$ cat config.mk
export PLATFORM = sky130hd
export DESIGN_NAME = operate_unit
export DESIGN_NICKNAME = d
export VERILOG_FILES = /design/src/rtl/opu_pkg.sv /design/src/rtl/opu_ctrl.sv /design/src/rtl/opu_regfile.sv /design/src/rtl/opu_datapath.sv /design/src/rtl/operate_unit.sv
export SDC_FILE = /design/constraint.sdc
export NUM_CORES = 1
export LEC_CHECK = 0
export BUFFER_PORTS_ARGS = -buffer_cell sky130_fd_sc_hd__clkbuf_2
export CAP_MARGIN = 20
export CORE_MARGIN = 2
export CORE_UTILIZATION = 50
export DETAILED_ROUTE_END_ITERATION = 8
export PLACE_DENSITY_LB_ADDON = 0.08
export SLEW_MARGIN = 20
export SYNTH_ARGS = -nofsm -noshare
export SYNTH_HDL_FRONTEND = slang
export SYNTH_HIERARCHICAL = 1
export SYNTH_SLANG_ARGS = --single-unit
$ cat constraint.sdc
create_clock -name clk -period 3.6 [get_ports clk]
set_clock_uncertainty 0.05 [all_clocks]
set_input_delay 0.18 -clock clk [delete_from_list [all_inputs] [get_ports clk]]
set_output_delay 0.18 -clock clk [all_outputs]
set_load 0.05 [all_outputs]
$ cat src/rtl/opu_pkg.sv
package opu_pkg;
  localparam int INSTR_W   = 16;
  localparam int REG_SEL_W = 3;
  localparam int IMM_W     = 5;

  localparam logic [3:0] OPC_ADD = 4'b0001;
  localparam logic [3:0] OPC_AND = 4'b0101;
  localparam logic [3:0] OPC_NOT = 4'b1001;
  localparam logic [5:0] NOT_TAIL = 6'b111111;

  typedef enum logic [1:0] {
    ALU_ADD = 2'd0,
    ALU_AND = 2'd1,
    ALU_NOT = 2'd2
  } aluOp_e;

  typedef struct packed {
    logic                 commit;
    aluOp_e               aluOp;
    logic                 useImm;
    logic [REG_SEL_W-1:0] dstSel;
    logic [REG_SEL_W-1:0] srcASel;
    logic [REG_SEL_W-1:0] srcBSel;
    logic [IMM_W-1:0]     imm;
  } opStrobe_t;
endpackage

$ cat src/rtl/opu_ctrl.sv
module opu_ctrl
  import opu_pkg::*;
(
  input  logic               instrValid,
  input  logic [INSTR_W-1:0] instrWord,
  output opStrobe_t          strobe
);
  logic [3:0] opcode;
  logic       legal;
  aluOp_e     opSel;

  assign opcode = instrWord[15:12];

  always_comb begin
    legal = 1'b0;
    opSel = ALU_ADD;
    unique case (opcode)
      OPC_ADD: begin
        legal = 1'b1;
        opSel = ALU_ADD;
      end
      OPC_AND: begin
        legal = 1'b1;
        opSel = ALU_AND;
      end
      OPC_NOT: begin
        legal = (instrWord[5:0] == NOT_TAIL);
        opSel = ALU_NOT;
      end
      default: begin
        legal = 1'b0;
        opSel = ALU_ADD;
      end
    endcase
  end

  always_comb begin
    strobe.commit  = instrValid && legal;
    strobe.aluOp   = opSel;
    strobe.useImm  = instrWord[5] && (opSel != ALU_NOT);
    strobe.dstSel  = instrWord[11:9];
    strobe.srcASel = instrWord[8:6];
    strobe.srcBSel = instrWord[2:0];
    strobe.imm     = instrWord[IMM_W-1:0];
  end
endmodule

$ cat src/rtl/opu_regfile.sv
module opu_regfile #(
  parameter int DATA_W = 16,
  parameter int SEL_W  = 3
) (
  input  logic              clk,
  input  logic              rstN,
  input  logic              wrStrobe,
  input  logic [SEL_W-1:0]  wrSel,
  input  logic [DATA_W-1:0] wrValue,
  input  logic [SEL_W-1:0]  rdSelA,
  input  logic [SEL_W-1:0]  rdSelB,
  output logic [DATA_W-1:0] rdValueA,
  output logic [DATA_W-1:0] rdValueB
);
  localparam int REG_CNT = 1 << SEL_W;

  logic [REG_CNT*DATA_W-1:0] cellFlat;

  for (genvar i = 0; i < REG_CNT; i++) begin : g_cell
    logic [DATA_W-1:0] cellQ;
    always_ff @(posedge clk or negedge rstN) begin
      if (!rstN) begin
        cellQ <= '0;
      end else if (wrStrobe && (wrSel == SEL_W'(i))) begin
        cellQ <= wrValue;
      end
    end
    assign cellFlat[i*DATA_W +: DATA_W] = cellQ;
  end

  assign rdValueA = cellFlat[int'(rdSelA)*DATA_W +: DATA_W];
  assign rdValueB = cellFlat[int'(rdSelB)*DATA_W +: DATA_W];
endmodule

$ cat src/rtl/opu_datapath.sv
module opu_datapath
  import opu_pkg::*;
#(
  parameter int DATA_W = 16
) (
  input  logic                 clk,
  input  logic                 rstN,
  input  opStrobe_t            strobe,
  output logic                 wrEn,
  output logic [REG_SEL_W-1:0] wrAddr,
  output logic [DATA_W-1:0]    wrData,
  output logic                 flagN,
  output logic                 flagZ,
  output logic                 flagP
);
  localparam int EXT_W = DATA_W - IMM_W;

  logic [DATA_W-1:0] srcA;
  logic [DATA_W-1:0] srcBReg;
  logic [DATA_W-1:0] srcB;
  logic [DATA_W-1:0] immExt;
  logic [DATA_W-1:0] result;
  logic              resNeg;
  logic              resZero;

  opu_regfile #(.DATA_W(DATA_W), .SEL_W(REG_SEL_W)) u_regs (
    .clk      (clk),
    .rstN     (rstN),
    .wrStrobe (strobe.commit),
    .wrSel    (strobe.dstSel),
    .wrValue  (result),
    .rdSelA   (strobe.srcASel),
    .rdSelB   (strobe.srcBSel),
    .rdValueA (srcA),
    .rdValueB (srcBReg)
  );

  assign immExt = {{EXT_W{strobe.imm[IMM_W-1]}}, strobe.imm};
  assign srcB   = strobe.useImm ? immExt : srcBReg;

  always_comb begin
    unique case (strobe.aluOp)
      ALU_ADD: result = srcA + srcB;
      ALU_AND: result = srcA & srcB;
      ALU_NOT: result = ~srcA;
      default: result = srcA + srcB;
    endcase
  end

  assign resNeg  = result[DATA_W-1];
  assign resZero = (result == '0);

  always_ff @(posedge clk or negedge rstN) begin
    if (!rstN) begin
      wrEn   <= 1'b0;
      wrAddr <= '0;
      wrData <= '0;
      flagN  <= 1'b0;
      flagZ  <= 1'b1;
      flagP  <= 1'b0;
    end else begin
      wrEn <= strobe.commit;
      if (strobe.commit) begin
        wrAddr <= strobe.dstSel;
        wrData <= result;
        flagN  <= resNeg;
        flagZ  <= resZero;
        flagP  <= !resNeg && !resZero;
      end
    end
  end


  flags_onehot_chk: assert property (@(posedge clk) disable iff (!rstN)
    $countones({flagN, flagZ, flagP}) == 1);


  flags_match_write_chk: assert property (@(posedge clk) disable iff (!rstN)
    wrEn |-> (flagZ == (wrData == '0)) && (flagN == wrData[DATA_W-1]));


  flags_hold_chk: assert property (@(posedge clk) disable iff (!rstN)
    !wrEn |-> $stable({flagN, flagZ, flagP}));
endmodule

$ cat src/rtl/operate_unit.sv
module operate_unit
  import opu_pkg::*;
(
  input  logic        clk,
  input  logic        rstN,
  input  logic        instrValid,
  input  logic [15:0] instrWord,
  output logic        wrEn,
  output logic [2:0]  wrAddr,
  output logic [15:0] wrData,
  output logic        flagN,
  output logic        flagZ,
  output logic        flagP
);
  opStrobe_t strobe;

  opu_ctrl u_ctrl (
    .instrValid (instrValid),
    .instrWord  (instrWord),
    .strobe     (strobe)
  );

  opu_datapath #(.DATA_W(16)) u_dp (
    .clk    (clk),
    .rstN   (rstN),
    .strobe (strobe),
    .wrEn   (wrEn),
    .wrAddr (wrAddr),
    .wrData (wrData),
    .flagN  (flagN),
    .flagZ  (flagZ),
    .flagP  (flagP)
  );


  idle_no_write_chk: assert property (@(posedge clk) disable iff (!rstN)
    !instrValid |=> !wrEn);


  add_commit_chk: assert property (@(posedge clk) disable iff (!rstN)
    (instrValid && instrWord[15:12] == 4'b0001) |=>
      (wrEn && wrAddr == $past(instrWord[11:9])));


  bad_opcode_chk: assert property (@(posedge clk) disable iff (!rstN)
    (instrValid && instrWord[15:12] == 4'b0000) |=> !wrEn);
endmodule

==> results of run 1 <==
-- routing by layer --
layer	routed length (um)	share of wire (%)	track usage, %
met2	12500	49	42.9
met4	427	1.7	7.58
met5	0	0	0
met3	1040	4.1	3.71
met1	11500	45	36.1
-- layout by cell type (no fill, tap or decap), types with 4 or more instances in the layout --
master,count
mux2_2,177
a21o_1,4
mux4_1,52
buf_4,82
clkbuf_16,17
buf_12,7
and2_1,4
o21ai_1,5
ha_4,4
dfrtp_1,149
mux4_2,12
clkbuf_8,4
a21oi_1,24
o21ai_0,29
ha_1,13
inv_1,27
mux2_4,5
nor2_1,12
a21oi_2,4
nor3_1,5
nand4_1,4
nand2_1,30
o211a_1,5
o211ai_1,5
clkbuf_2,40
-- flip-flops by register name, indices dropped and copies added, names as in the netlist --
register and count:
u_dp/u_regs/g_cell.cellQ 128, u_dp/wrData 16, u_dp/flagP 1, u_dp/wrAddr 3
u_dp/wrEn 1, u_dp/flagZ 1
-- worst max-delay path: stages, from the launching register on --
cell and delay, ps:
dfrtp_1 400, mux4_2 470, mux2_4 260, mux2_4 280
ha_4 160, buf_4 150, a211oi_4 290, buf_4 160
o211ai_1 140, a21oi_1 200, a21oi_2 70, xnor2_2 160
buf_4 140, o211ai_1 320, o221a_1 250
-- final timing paths --
path,start,to,slack (ps)
max in group asynchronous,rstN,u_dp/u_regs/g_cell[6].cellQ[12],2130
min in group asynchronous,rstN,u_dp/wrEn,320
setup / recovery,u_dp/u_regs/g_cell[7].cellQ[0],u_dp/flagP,50
hold reg to reg,u_dp/wrData[5],u_dp/wrData[5],450
setup reg to reg,u_dp/u_regs/g_cell[7].cellQ[0],u_dp/flagP,50
hold / removal,instrWord[9],u_dp/wrAddr[0],230
-- area by class of cell --
type | instances | share of cell area, %
Clock buffer | 22 | 4.35
Clock inverter | 7 | 0.652
Inverter | 29 | 0.978
Multi-Input combinational cell | 464 | 48.7
Sequential cell | 150 | 33.7
Tap cell | 234 | 2.63
Timing Repair Buffer | 133 | 8.93
-- power by group --
part	internal (mW)	switching [mW]	leakage [nW]
Sequential	1.97	0.183	2.01
Combinational	0.916	1.10	3.13
Clock	1.01	0.677	0.270
-- per-stage QoR --
step | hold slack (ps) | area [um^2] | TNS (ps) | cells
final | 229 | 11100 | 0 | 1039
after global routing | 237 | 11100 | -491 | 1039
after CTS | 217 | 11000 | 0 | 1035
after detailed placement | 239 | 10300 | -7890 | 1000
after global placement | 222 | 10300 | -6980 | 1000
after floorplan | -166 | 9520 | 0 | 708
-- kinds of logic (layout without fill, tap and decap cells) --
logic type      after synthesis  in the layout
fa+ha+maj                    19             19
mux                         248            248
buf+inv                      94            191
flops                       150            150
compound gates              106            106
xor+xnor                      5              5
simple gates                 86             86
-- what timing repair did --
item / CTS / global route
setup endpoints to repair: 21 / 57
pin swaps: 10 / 15
cloned: 0 / 1
hold buffers: 1 / 0
gates resized for setup: 13 / 24
hold endpoints to repair: 83 / 0
buffers inserted: 5 / 3
==> impl_metrics.json, run 1 <==
{
  "outcome": "finished, final reports clean",
  "multiInputGateArea_um2": 5420,
  "p_leak_nw": 5.41,
  "viasPerCell": 6.33,
  "seq_area_um2": 3750,
  "netlist_area_um2": 9510,
  "synth_adder_area_share_pct": 2.58,
  "max-slew-margin-rel_pct": 44.5,
  "numCtsBuffers": 17,
  "grt_pass1_vias": 6697,
  "rows": 50,
  "drt_drc_violations_left": 0,
  "cp-end-kind": "register",
  "synthFlopType": "dfrtp_1",
  "drive_above_1_share_pct": 49.1,
  "drv_slew": 0,
  "synth-edff-count": 0,
  "drtIter0Drc": 456,
  "die_h_um": 142,
  "nNetsFinal": 833,
  "period_needed_ps": 3550,
  "cts_tree": "yes",
  "wirelength_mm": 25.4,
  "async_flop_share_pct": 100,
  "die_w_um": 142,
  "dieArea_um2": 20100,
  "synth_top_area_share_pct": 39.2,
  "seq_area_frac_synth_pct": 39.5,
  "num_io_pins": 42,
  "ys_warn_count": 6,
  "power_mw": 5.86,
  "rsz0062_at_grt": "true",
  "grt_start_max_net_pins": 87,
  "area_delta_synth_final_pct": 17.0,
  "synth_compound_area_share_pct": 7.39,
  "postRouteAntennaNets": 0,
  "max-cap-violations": 0,
  "clkSinkCount": 150,
  "synth_most_common_cell": "mux2_2",
  "ctsRootBufferMaster": "clkbuf_16",
  "setup_viol": 0,
  "fillCellCount": 1488,
  "vdd_ir_drop_max_mv": 0.343,
  "ys_seq_elements": 150,
  "final_util_pct": 59.5,
  "dr.pass1.iters": 5,
  "yosysTopAreaCell": "dfrtp_1",
  "synth_xor_area_share_pct": 0.460,
  "portBuffers": 41,
  "path_clk_slew_ps": 60,
  "finalWorstSetupSlack_ps": 46.1,
  "start_util_pct": 50.8,
  "coreArea_um2": 18700,
  "cp_max_fo": 4,
  "tightest_slew_ps": 832,
  "synth.distinct_cells": 67,
  "hold_viol": 0,
  "hold_path_depth": 2,
  "syn_inst": 708,
  "dp_slack_ps": -273,
  "antenna_cells": 0,
  "htree_levels": 4,
  "clockBufferDepth": 2,
  "overflow": 0,
  "yosys-top-cells-count": "182 x mux2_2, 149 x dfrtp_1, 56 x mux4_1, 30 x nand2_1, 29 x o21ai_0",
  "hold_path_class": "input pin to register",
  "via_count": 6576,
  "fin_crit_sh_pct": 98.7,
  "cp-start-kind": "register",
  "r2r_cells": 14,
  "dp_hpwl_mm": 16.8,
  "muxShareOfSynthArea_pct": 39.1,
  "p_per_area_nw_per_um2": 526,
  "crit_type": "register to register",
  "fmax_ghz": 0.281,
  "clk_latency_ps": 420,
  "crit_required_ps": 3910,
  "synth_area_per_cell_um2": 13.4,
  "synth_nets": 746,
  "antenna_found_initial": 1,
  "grt_first_pass_wirelength_mm": 38.9,
  "grt_use_total_pct": 26.0,
  "gp_congestion": 0.878,
  "wire_per_inst_um": 24.4,
  "worstPathArrival_ps": 3870,
  "synth_area_leaders": "dfrtp_1 39%, mux2_2 22%, mux4_1 15%",
  "synth_top_family_by_area": "multiplexers",
  "yosys.area_share.simple_pct": 5.35
}
Note: power is estimated with default switching activity, not from simulation.
==> run 2, diff against run 1 <==
Settings changed: PLACE_DENSITY_LB_ADDON 0.08 to 0.1.
==> run 2 against run 1 <==
Setup slack got worse by 11 ps. Maximum frequency decreased by 0.32%. Cell count increased by 0.67%. Die area unchanged. Core utilization increased by 0.81 points. Non-clock buffer count increased by 5. Clock power increased by 7%. Critical path depth unchanged. Combinational power increased by 2%. Flip-flop and latch count unchanged. Largest power group unchanged.
==> impl_metrics.json, run 2 (same netlist as run 1, synthesis figures left out) <==
{
  "dieArea_um2": 20100,
  "drv_slew": 0,
  "p_comb_share_pct": 34.1,
  "layout_commonest_cell": "mux2_2",
  "regMostFlops": "u_dp/u_regs/g_cell.cellQ",
  "period_needed_ps": 3570,
  "area_delta_synth_final_pct": 18.6,
  "slowest_delay_ps": 470,
  "max-slew-margin-rel_pct": 38.1,
  "tightest_slew_ps": 929,
  "final_util_pct": 60.3,
  "place_inst": 1004,
  "setup_tns_ps": 0,
  "max-cap-violations": 0,
  "p_int_mw": 3.97,
  "final_cell_mix": "179 x mux2_2, 149 x dfrtp_1, 87 x buf_4",
  "antenna_found_initial": 0,
  "clk_latency_ps": 430,
  "largest_registers": "u_dp/u_regs/g_cell.cellQ (128), u_dp/wrData (16), u_dp/wrAddr (3)",
  "p_switching_mw": 2.02,
  "fmax_ghz": 0.280,
  "grt_first_pass_wirelength_mm": 39.2,
  "hold_viol": 0,
  "viasPerCell": 6.32,
  "rsz0062_at_grt": "true",
  "largest_reg_flops": 128,
  "final_cells": 1046,
  "grt_pass1_vias": 6894,
  "antenna_cells": 0,
  "cp-start-kind": "register",
  "fillCellCount": 1450,
  "clkSinkCount": 150,
  "clockPowerShare_pct": 30.0,
  "holdCritStartpoint": "instrWord[10]",
  "rows": 50,
  "postLayoutCellArea_um2": 11300,
  "cp-end-kind": "register",
  "vdd_ir_drop_max_mv": 0.379,
  "coreArea_um2": 18700,
  "numCtsBuffers": 17,
  "hold_path_class": "input pin to register",
  "crit_required_ps": 3910,
  "dr.pass1.iters": 5,
  "drive_above_1_share_pct": 50.4,
  "path_cells": "mux4_2, mux2_2, mux2_4, ha_4, inv_2, fa_2, nor2b_4, o31a_4, buf_4, o2111a_1, a211oi_2, a311oi_2, nand4b_1, o221a_1",
  "seqPwrFrac_pct": 35.9,
  "via_count": 6608,
  "critPathSlowestCell": "mux4_2",
  "ctsRootBufferMaster": "clkbuf_16",
  "overflow": 0,
  "setup_viol": 0,
  "wirelength_mm": 25.3,
  "hold_slack_ps": 218,
  "die_h_um": 142,
  "dp_hpwl_mm": 16.4,
  "gp_congestion": 0.923,
  "clockBufferDepth": 2,
  "postRouteAntennaNets": 0,
  "crit_type": "register to register",
  "grt_use_total_pct": 26.1,
  "die_w_um": 142,
  "path_clk_slew_ps": 60,
  "drt_drc_violations_left": 0,
  "portBuffers": 41,
  "cp_max_fo": 4,
  "rr_startpoint": "u_dp/u_regs/g_cell[6].cellQ[0]",
  "grt_start_max_net_pins": 97,
  "start_util_pct": 50.8,
  "p_sw_share_pct": 33.7,
  "fin_crit_sh_pct": 99.0,
  "crit_start": "u_dp/u_regs/g_cell[6].cellQ[0]",
  "worstPathArrival_ps": 3870,
  "nNetsFinal": 838,
  "outcome": "finished, final reports clean",
  "num_io_pins": 42,
  "drtIter0Drc": 448,
  "placed_cell_area_um2": 10400,
  "wire_per_inst_um": 24.2,
  "htree_levels": 4,
  "p_per_area_nw_per_um2": 531,
  "cts_tree": "yes",
  "p_leak_nw": 5.45
}
[run 2: cell types whose count changed in the layout (fill, tap and decap cells not counted), sizes merged]
cell,before,now
inv,30,31
bufinv,1,2
clkinv,3,2
clkbuf,62,61
clkinvlp,2,4
buf,92,97
[run 2: critical path, delay by kind of cell, from the launching register on]
family | cells | cell delay, ps
AND/OR/NAND/NOR | 2 | 260
adder cells (fa/ha/maj) | 2 | 390
buffers and inverters | 2 | 200
AO/OA/AOI/OAI | 5 | 1170
flip-flops | 1 | 400
multiplexers | 3 | 1020
[run 2: power groups by stage]
stage	logic (mW)	registers, mW	clock network [mW]
5_1_grt	2.19	2.19	1.90
4_1_cts	1.93	2.15	1.84
3_5_place_dp	1.89	2.17	0
6_report	2.05	2.15	1.80
3_3_place_gp	1.85	2.15	0
2_1_floorplan	1.02	2.40	0
[run 2: worst paths after layout]
kind | cells after the start | end | slack, ps
worst max-delay path | 14 | u_dp/flagP | 30
worst min-delay path | 2 | u_dp/wrAddr[1] | 220
worst max register to register | 14 | u_dp/flagP | 30
worst min register to register | 1 | u_dp/wrData[3] | 460
max in group asynchronous | 3 | u_dp/flagZ | 2300
min in group asynchronous | 2 | u_dp/wrData[1] | 330
[run 2: per-stage QoR]
step	setup WS, ps	power [mW]
finish	34.7	5.99
global route	-84.7	6.28
CTS	-4.81	5.91
detailed placement	-338	4.06
global placement	-364	4.00
floorplan	14.8	3.42
[run 2: repair_timing]
action / in CTS / in global routing
gates resized for setup: 13 / 35
setup buffers: 4 / 6
endpoints found under the setup margin: 38 / 74
endpoints found under the hold margin: 95 / 0
hold buffers: 1 / 0
pin swaps: 8 / 22
[run 2: layout make-up]
class                      instances  area, um^2  share of cell area, %
multi-input combinational        464        5490                   48.6
timing repair buffer             138        1050                   9.27
sequential                       150        3750                   33.3
tap                              234         293                   2.60
inverter                          29         109                  0.965
clock inverter                    10         121                   1.08
clock buffer                      21         470                   4.17
[run 2: routing by layer]
layer | share of wire (%) | global-route usage, %
met4 | 2.9 | 10.0
met2 | 48 | 42.6
met5 | 0 | 0
met1 | 45 | 34.7
met3 | 4.1 | 5.16
==> run 3, diff against run 2 <==
Settings changed: GPL_ROUTABILITY_DRIVEN set to 0, PLACE_DENSITY set to 0.69, PLACE_DENSITY_LB_ADDON 0.1 to not set.
==> run 3 against run 2 <==
Sequential power barely moved. Sequential share of layout area increased by 0.46 points. Combinational power shrank 2%. First-iteration DRC count grew 34%. Critical path depth is 1 lower. Non-clock buffer count down 9. The run now ends with negative setup slack left. Cell count down 0.76%. Maximum frequency decreased by 1.7%. Via count is 1.8% higher. Routed wire length shrank 2.2%. Largest power group unchanged. Global-route usage down 0.38 points.
==> impl_metrics.json, run 3 (same netlist as run 1, synthesis figures left out) <==
{
  "p_sw_share_pct": 36.1,
  "p_int_mw": 3.78,
  "ctsRootBufferMaster": "clkbuf_16",
  "rr_startpoint": "u_dp/u_regs/g_cell[5].cellQ[0]",
  "grt_start_max_net_pins": 100,
  "numCtsBuffers": 17,
  "antenna_cells": 0,
  "path_clk_slew_ps": 70,
  "placed_cell_area_um2": 10300,
  "grt_first_pass_wirelength_mm": 39.2,
  "cp_max_fo": 4,
  "vdd_ir_drop_max_mv": 0.336,
  "regMostFlops": "u_dp/u_regs/g_cell.cellQ",
  "postRouteAntennaNets": 0,
  "setup_tns_ps": -60.7,
  "cp-start-kind": "register",
  "clk_latency_ps": 440,
  "start_util_pct": 50.8,
  "tightest_slew_ps": 921,
  "portBuffers": 41,
  "p_leak_nw": 5.41,
  "largest_reg_flops": 128,
  "max-slew-margin-rel_pct": 38.6,
  "largest_registers": "u_dp/u_regs/g_cell.cellQ (128), u_dp/wrData (16), u_dp/wrAddr (3)",
  "crit_required_ps": 3890,
  "p_per_area_nw_per_um2": 531,
  "drtIter0Drc": 601,
  "p_switching_mw": 2.13,
  "antenna_found_initial": 0,
  "viasPerCell": 6.48,
  "power_mw": 5.91,
  "finalWorstSetupSlack_ps": -26.5,
  "wirelength_mm": 24.8,
  "die_w_um": 142,
  "worstPathArrival_ps": 3920,
  "coreArea_um2": 18700,
  "overflow": 0,
  "failed_checks": "negative setup slack",
  "final_cells": 1038,
  "area_delta_synth_final_pct": 17.0,
  "clockPowerShare_pct": 29.7,
  "r2r_slack_ps": -30,
  "grt_pass1_vias": 6932,
  "holdCritStartpoint": "instrWord[10]",
  "crit_type": "register to register",
  "place_inst": 994,
  "p_comb_share_pct": 33.9,
  "rsz0062_at_grt": "true",
  "max-cap-violations": 0,
  "final_cell_mix": "180 x mux2_2, 149 x dfrtp_1, 78 x buf_4",
  "fin_crit_sh_pct": 101,
  "dp_hpwl_mm": 16.4,
  "grtUsageMet1_pct": 35.0,
  "num_io_pins": 42,
  "nNetsFinal": 829,
  "drv_slew": 0,
  "seqPwrFrac_pct": 36.4,
  "fmax_ghz": 0.276,
  "clockBufferDepth": 2,
  "rows": 50,
  "wire_per_inst_um": 23.9,
  "dr.pass1.iters": 5,
  "drt_drc_violations_left": 0,
  "hold_viol": 0,
  "htree_levels": 4,
  "postLayoutCellArea_um2": 11100,
  "hold_path_class": "input pin to register",
  "met3_usage_pct": 4.42,
  "use_met2_pct": 42.3,
  "drive_above_1_share_pct": 49.1,
  "die_h_um": 142,
  "cts_tree": "yes",
  "clkSinkCount": 150,
  "dieArea_um2": 20100,
  "via_count": 6730,
  "outcome": "finished with violations",
  "setup_viol": 7,
  "grt.busiest_layer": "met2",
  "layout_commonest_cell": "mux2_2",
  "hold_slack_ps": 208,
  "period_needed_ps": 3630,
  "crit_start": "u_dp/u_regs/g_cell[5].cellQ[0]",
  "grt_use_total_pct": 25.7,
  "cp-end-kind": "register"
}
[run 3: changes by cell type in the layout (fill, tap and decap cells not counted), sizes merged]
cell / change
bufinv: -2
clkinv: +2
inv: +8
clkinvlp: -3
buf: -9
clkbuf: -4
[run 3: final cells by class]
| class | instances | area (um^2) |
|---|---|---|
| Clock inverter | 15 | 153 |
| Inverter | 29 | 109 |
| Multi-Input combinational cell | 464 | 5400 |
| Fill cell | 1396 | 7580 |
| Timing Repair Buffer | 129 | 987 |
| Clock buffer | 17 | 425 |
| Tap cell | 234 | 293 |
| Sequential cell | 150 | 3750 |
[run 3: stage by stage]
stage | utilization [%] | worst slack, ps
finish | 59.5 | -26.5
global route | 59.5 | -135
CTS | 59.2 | 1.12
detailed placement | 55.2 | -344
global placement | 55.2 | -270
floorplan | - | 14.8
[run 3: path summary, 6_finish.rpt]
kind / to / depth (start not counted)
worst max-delay path: u_dp/flagZ / 13
worst min-delay path: u_dp/wrAddr[1] / 2
worst max register to register: u_dp/flagZ / 13
worst min register to register: u_dp/wrData[4] / 1
max in group asynchronous: u_dp/flagZ / 3
min in group asynchronous: u_dp/u_regs/g_cell[0].cellQ[4] / 2
[run 3: power groups by stage]
stage | Sequential, mW | Clock [mW] | Combinational, mW
after detailed placement | 2.18 | 0 | 1.87
after global routing | 2.19 | 1.85 | 2.12
after global placement | 2.15 | 0 | 1.81
final | 2.15 | 1.75 | 2.00
after floorplan | 2.40 | 0 | 1.02
after CTS | 2.14 | 1.78 | 1.95
[run 3: timing repair]
item,4_1_cts,5_1_grt
endpoints found under the hold margin,98,0
cloned,0,0
hold buffers,1,0
pin swaps,13,10
gates resized for setup,18,13
endpoints found under the setup margin,74,67
setup buffers,9,2
[run 3: critical path, stage by stage (launching register included)]
cell	delay, ps
dfrtp_1	390
mux4_2	460
mux2_4	290
mux2_4	290
ha_4	170
inv_2	50
fa_2	230
nor2b_4	70
o31a_2	330
o21ai_2	160
mux2_2	370
a22oi_2	190
o211ai_1	180
o32ai_2	310
[run 3: metal layers]
layer  vias up  wire (um)  part of all wire (%)
met1      3458      10700                    43
met4         0        662                   2.7
met5         -          0                     0
met3        63       1450                   5.8
met2       303      12000                    48
li1       2906          -                     -
